File: src/rtl/vfd_pkg.sv
package vfd_pkg;
  typedef enum logic [1:0] {
    ST_IDLE = 2'd0,
    ST_VS   = 2'd1,
    ST_LOCK = 2'd2
  } vfd_state_e;
endpackage

File: src/rtl/vfd_edge.sv
module vfd_edge (
  input  logic clk_i,
  input  logic rst_ni,
  input  logic csync_ni,
  output logic level_o,
  output logic rise_o,
  output logic fall_o
);
  logic c_q, c_d;

  always_ff @(posedge clk_i or negedge rst_ni) begin
    if (!rst_ni) begin
      c_q <= 1'b1;
      c_d <= 1'b1;
    end else begin
      c_q <= csync_ni;
      c_d <= c_q;
    end
  end

  assign level_o = c_q;
  assign rise_o  = c_q & ~c_d;
  assign fall_o  = ~c_q & c_d;
endmodule

File: src/rtl/vfd_meas.sv
module vfd_meas #(
  parameter int LCW = 9,
  parameter int PW  = 7
) (
  input  logic           clk_i,
  input  logic           rst_ni,
  input  logic           level_i,
  input  logic           fall_i,
  input  logic           href_i,
  output logic [LCW-1:0] low_cnt_o,
  output logic [PW-1:0]  start_pos_o
);
  localparam logic [LCW-1:0] LC_MAX = '1;
  localparam logic [PW-1:0]  LP_MAX = '1;

  logic [PW-1:0] line_pos;

  // low run length, saturating
  always_ff @(posedge clk_i or negedge rst_ni) begin
    if (!rst_ni)               low_cnt_o <= '0;
    else if (level_i)          low_cnt_o <= '0;
    else if (low_cnt_o != LC_MAX) low_cnt_o <= low_cnt_o + 1'b1;
  end

  // position within the line, restarted by the line strobe
  always_ff @(posedge clk_i or negedge rst_ni) begin
    if (!rst_ni)                 line_pos <= '0;
    else if (href_i)             line_pos <= '0;
    else if (line_pos != LP_MAX) line_pos <= line_pos + 1'b1;
  end

  always_ff @(posedge clk_i or negedge rst_ni) begin
    if (!rst_ni)     start_pos_o <= '0;
    else if (fall_i) start_pos_o <= line_pos;
  end
endmodule

File: src/rtl/vfd_ctrl.sv
module vfd_ctrl
  import vfd_pkg::*;
#(
  parameter int LINE_CLKS   = 64,
  parameter int BROAD_MIN   = 20,
  parameter int EQ_MAX      = 3,
  parameter int EQ_END      = 2,
  parameter int DEFAULT_DLY = 48,
  parameter int VS_MAX      = 512,
  parameter int LOCK_LINES  = 8,
  parameter int LCW         = 9,
  parameter int PW          = 7
) (
  input  logic           clk_i,
  input  logic           rst_ni,
  input  logic           rise_i,
  input  logic           level_i,
  input  logic           href_i,
  input  logic [LCW-1:0] low_cnt_i,
  input  logic [PW-1:0]  start_pos_i,
  output logic           vsync_no,
  output logic           odd_o
);
  localparam int TW  = $clog2(VS_MAX);
  localparam int EQW = $clog2(EQ_END + 1);
  localparam int LKW = $clog2(LOCK_LINES + 1);
  localparam logic [LCW-1:0] BROAD_C = LCW'(BROAD_MIN);
  localparam logic [LCW-1:0] EQMAX_C = LCW'(EQ_MAX);
  localparam logic [LCW-1:0] DLY_C   = LCW'(DEFAULT_DLY);
  localparam logic [PW-1:0]  Q1_C    = PW'(LINE_CLKS / 4);
  localparam logic [PW-1:0]  Q3_C    = PW'(LINE_CLKS - LINE_CLKS / 4);
  localparam logic [TW-1:0]  TMO_C   = TW'(VS_MAX - 1);
  localparam logic [EQW-1:0] EQL_C   = EQW'(EQ_END - 1);
  localparam logic [LKW-1:0] LKL_C   = LKW'(LOCK_LINES - 1);

  vfd_state_e state_q;
  logic [TW-1:0]  tmr_q;
  logic [EQW-1:0] eq_q;
  logic [LKW-1:0] lock_q;

  logic broad, eq_pulse, fb_hit, near_start;
  assign broad      = rise_i && (low_cnt_i >= BROAD_C);
  assign eq_pulse   = rise_i && (low_cnt_i != '0) && (low_cnt_i <= EQMAX_C);
  assign fb_hit     = !level_i && (low_cnt_i == DLY_C);
  assign near_start = (start_pos_i < Q1_C) || (start_pos_i >= Q3_C);

  always_ff @(posedge clk_i or negedge rst_ni) begin
    if (!rst_ni) begin
      state_q  <= ST_IDLE;
      tmr_q    <= '0;
      eq_q     <= '0;
      lock_q   <= '0;
      vsync_no <= 1'b1;
      odd_o    <= 1'b0;
    end else begin
      unique case (state_q)
        ST_IDLE: begin
          if (broad || fb_hit) begin
            state_q  <= ST_VS;
            vsync_no <= 1'b0;
            odd_o    <= near_start;
            tmr_q    <= '0;
            eq_q     <= '0;
          end
        end
        ST_VS: begin
          tmr_q <= tmr_q + 1'b1;
          if (broad)         eq_q <= '0;
          else if (eq_pulse) eq_q <= eq_q + 1'b1;
          if ((eq_pulse && eq_q == EQL_C) || tmr_q == TMO_C) begin
            state_q  <= ST_LOCK;
            vsync_no <= 1'b1;
            lock_q   <= '0;
          end
        end
        ST_LOCK: begin
          if (href_i) begin
            if (lock_q == LKL_C) state_q <= ST_IDLE;
            else                 lock_q  <= lock_q + 1'b1;
          end
        end
        default: state_q <= ST_IDLE;
      endcase
    end
  end
endmodule

File: src/rtl/vsync_field_det.sv
module vsync_field_det #(
  parameter int LINE_CLKS   = 64,
  parameter int BROAD_MIN   = 20,
  parameter int EQ_MAX      = 3,
  parameter int EQ_END      = 2,
  parameter int DEFAULT_DLY = 48,
  parameter int VS_MAX      = 512,
  parameter int LOCK_LINES  = 8
) (
  input  logic clk_i,
  input  logic rst_ni,
  input  logic csync_ni,
  input  logic href_i,
  output logic vsync_no,
  output logic odd_field_o
);
  localparam int LCW = $clog2(4 * LINE_CLKS + 1);
  localparam int PW  = $clog2(2 * LINE_CLKS);

  logic           edge_level, edge_rise, edge_fall;
  logic [LCW-1:0] low_cnt;
  logic [PW-1:0]  start_pos;

  vfd_edge u_edge (
    .clk_i    (clk_i),
    .rst_ni   (rst_ni),
    .csync_ni (csync_ni),
    .level_o  (edge_level),
    .rise_o   (edge_rise),
    .fall_o   (edge_fall)
  );

  vfd_meas #(.LCW(LCW), .PW(PW)) u_meas (
    .clk_i       (clk_i),
    .rst_ni      (rst_ni),
    .level_i     (edge_level),
    .fall_i      (edge_fall),
    .href_i      (href_i),
    .low_cnt_o   (low_cnt),
    .start_pos_o (start_pos)
  );

  vfd_ctrl #(
    .LINE_CLKS   (LINE_CLKS),
    .BROAD_MIN   (BROAD_MIN),
    .EQ_MAX      (EQ_MAX),
    .EQ_END      (EQ_END),
    .DEFAULT_DLY (DEFAULT_DLY),
    .VS_MAX      (VS_MAX),
    .LOCK_LINES  (LOCK_LINES),
    .LCW         (LCW),
    .PW          (PW)
  ) u_ctrl (
    .clk_i       (clk_i),
    .rst_ni      (rst_ni),
    .rise_i      (edge_rise),
    .level_i     (edge_level),
    .href_i      (href_i),
    .low_cnt_i   (low_cnt),
    .start_pos_i (start_pos),
    .vsync_no    (vsync_no),
    .odd_o       (odd_field_o)
  );
endmodule

File: config.mk
export PLATFORM = sky130hd
export DESIGN_NAME = vsync_field_det
export DESIGN_NICKNAME = d
export VERILOG_FILES = /design/src/rtl/vfd_pkg.sv /design/src/rtl/vfd_edge.sv /design/src/rtl/vfd_meas.sv /design/src/rtl/vfd_ctrl.sv /design/src/rtl/vsync_field_det.sv
export SDC_FILE = /design/constraint.sdc
export NUM_CORES = 1
export LEC_CHECK = 0
export BUFFER_PORTS_ARGS = -buffer_cell sky130_fd_sc_hd__buf_2
export CORE_MARGIN = 3
export CORE_UTILIZATION = 55
export CTS_BUF_LIST = sky130_fd_sc_hd__clkbuf_16
export DETAILED_ROUTE_END_ITERATION = 7
export PLACE_DENSITY = 0.73
export SLEW_MARGIN = 20
export SYNTH_ARGS = -nofsm -noshare
export SYNTH_HDL_FRONTEND = slang
export SYNTH_HIERARCHICAL = 1
export SYNTH_SLANG_ARGS = --single-unit
File: constraint.sdc
create_clock -name clk_i -period 2.4 [get_ports clk_i]
set_clock_uncertainty 0.15 [all_clocks]
set_input_delay 0 -clock clk_i [delete_from_list [all_inputs] [get_ports clk_i]]
set_output_delay 0 -clock clk_i [all_outputs]
set_load 0.02 [all_outputs]
==> metrics.yaml <==
outcome:
  status: "complete, no violations"
min_path:
  hold_class: "in2async"
power_and_ir_drop:
  ir_drop_v: 0.000473
  powerDensity_nw_per_um2: 744
  p_leak_nw: 1.07
  p_sw_mw: 0.417
  clockPowerShare: 0.424
  comb_power_share: 0.122
  p_int_mw: 1.31
  p_seq_frac: 0.454
  swShare: 0.242
timing:
  tightest_slew_ps: 877
  setup_viol: 0
  max-slew-margin-rel: 0.415
  rsz0062_at_grt: "false"
  maxSlewViolCount: 0
  min_period_over_period: 0.901
  timing.setup.tns_ps: 0
  fin_crit_ps: 2160
  fmax_mhz: 463
  hold_viol_final: 0
floorplanning:
  start_util: 0.590
  die_h_um: 67.0
  design.core.area_um2: 3470
  ios: 6
  num_rows: 21
  die_area_um2: 4490
  die_width_um: 67.0
drt:
  routedWlPerCell_um: 15.4
  num_vias: 1530
  routed_wl_um: 3900
  drt_iter0_drc: 150
  antenna_left: 0
  viasPerCell: 6.05
  drc: 0
  dr.pass1.iters: 4
clock_tree:
  cts_root_buffer: "clkbuf_16"
  h-tree-depth: 2
  insertion_delay_ps: 280
  cts_tree: "done"
  cts_buffers: 5
  clk_pin_slew_ps: 50
  cts_setup_buffers: 0
  post_cts_resized: 0
  clock_path_buffers: 2
  cts_sinks: 40
  hold_buffers: 3
finish:
  final_common_cell: "dfrtp_1"
  drive_above_1_share: 0.179
  fin_nets: 217
  area_growth_syn_to_layout_pct: 13.5
  fillers: 271
  utilization: 0.669
  final_cell_mix: "dfrtp_1, nor2_1, nand2_1"
  diodes: 0
setup_path:
  crit_arrival_ps: 2220
  critPathLaunch: "u_meas/low_cnt_o[0]"
  rr_worst_depth: 7
  cp_top_family: "simple AND/OR/NAND/NOR gates"
  cp_max_fo: 7
  required_ps: 2460
  crit_chain: "ha_1 -> nand3_1 -> nor2_1 -> ha_1 -> nand3b_1 -> or4_1 -> a21oi_1"
  critical-path-slowest-cell: "or4_1"
  timing.rr.end: "u_meas/low_cnt_o[7]"
  cp-end-kind: "flop"
  crit_type: "reg2reg"
  r2r_slack_ps: 240
  start_kind: "flop"
  crit_top_cell: "ha_1"
  crit_buf_inv: 0
  slowest_delay_ps: 440
  r2r-start: "u_meas/low_cnt_o[0]"
global_routing:
  grtUsageTotal: 0.200
  overflow: 0
  grt_max_degree: 41
  antenna_found_initial: 0
  grt_pass1_vias: 1544
  grt_pass1_wl_um: 6650
placed_design:
  gp_congestion: 0.791
  port_buffers: 5
  dpl.hpwl_um: 2610
synthesis:
  synthCells: 193
  syn_area_per_cell_um2: 10.6
  synth_fp_nets: 204
  ys_warn_count: 6
  synth_area_um2: 2050
flow_run:
  drv_cap: 0
[final cells by class]
type,instances,area [µm²],share of cell area
Clock buffer,5,125,0.0539
Clock inverter,3,38.8,0.0167
Inverter,5,18.8,0.00809
Multi-Input combinational cell,143,998,0.430
Sequential cell,40,1000,0.433
Tap cell,46,57.6,0.0248
Timing Repair Buffer,11,77.6,0.0334
[metrics by stage]
step                power [mW]  hold slack, ps  cells  area (µm²)  worst slack, ps
CTS                       1.74             208    253        2320              245
global placement         0.982           -44.1    242        2130              334
global route              1.80             223    253        2320              123
detailed placement        1.00           -42.4    242        2130              285
finish                    1.73             224    253        2320              239
floorplan                0.946            -446    193        2050              327
[state kept, by name, indices dropped and copies added (netlist names)]
register	flops
u_ctrl/eq_q	2
u_ctrl/lock_q	4
u_ctrl/odd_o	1
u_ctrl/state_q	2
u_ctrl/tmr_q	9
u_ctrl/vsync_no	1
u_edge/c_d	1
u_edge/level_o	1
u_meas/line_pos	7
u_meas/low_cnt_o	9
u_meas/start_pos_o	3
[how the worst max path moves through the flow]
stage	slack [ps]	to	cells past startpoint
floorplan	330	u_ctrl/lock_q[3]	5
global placement	330	u_meas/low_cnt_o[7]	7
detailed placement	280	u_ctrl/lock_q[3]	8
CTS	240	u_meas/low_cnt_o[7]	7
global route	120	u_meas/low_cnt_o[7]	7
finish	240	u_meas/low_cnt_o[7]	7
[metal layers]
| layer | share of wire | vias to the layer above | track usage |
|---|---|---|---|
| li1 | - | 723 | - |
| met1 | 0.43 | 757 | 0.230 |
| met2 | 0.52 | 44 | 0.338 |
| met3 | 0.043 | 6 | 0.0573 |
| met4 | 0.015 | 0 | 0.101 |
| met5 | 0 | - | 0 |
[power groups by stage]
stage,Combinational (mW),Sequential [mW],Clock [mW]
2_1_floorplan,0.181,0.765,0
3_3_place_gp,0.193,0.788,0
6_report,0.210,0.785,0.732
3_5_place_dp,0.207,0.793,0
5_1_grt,0.234,0.791,0.775
4_1_cts,0.212,0.781,0.750
(Power assumes the default switching activity.)
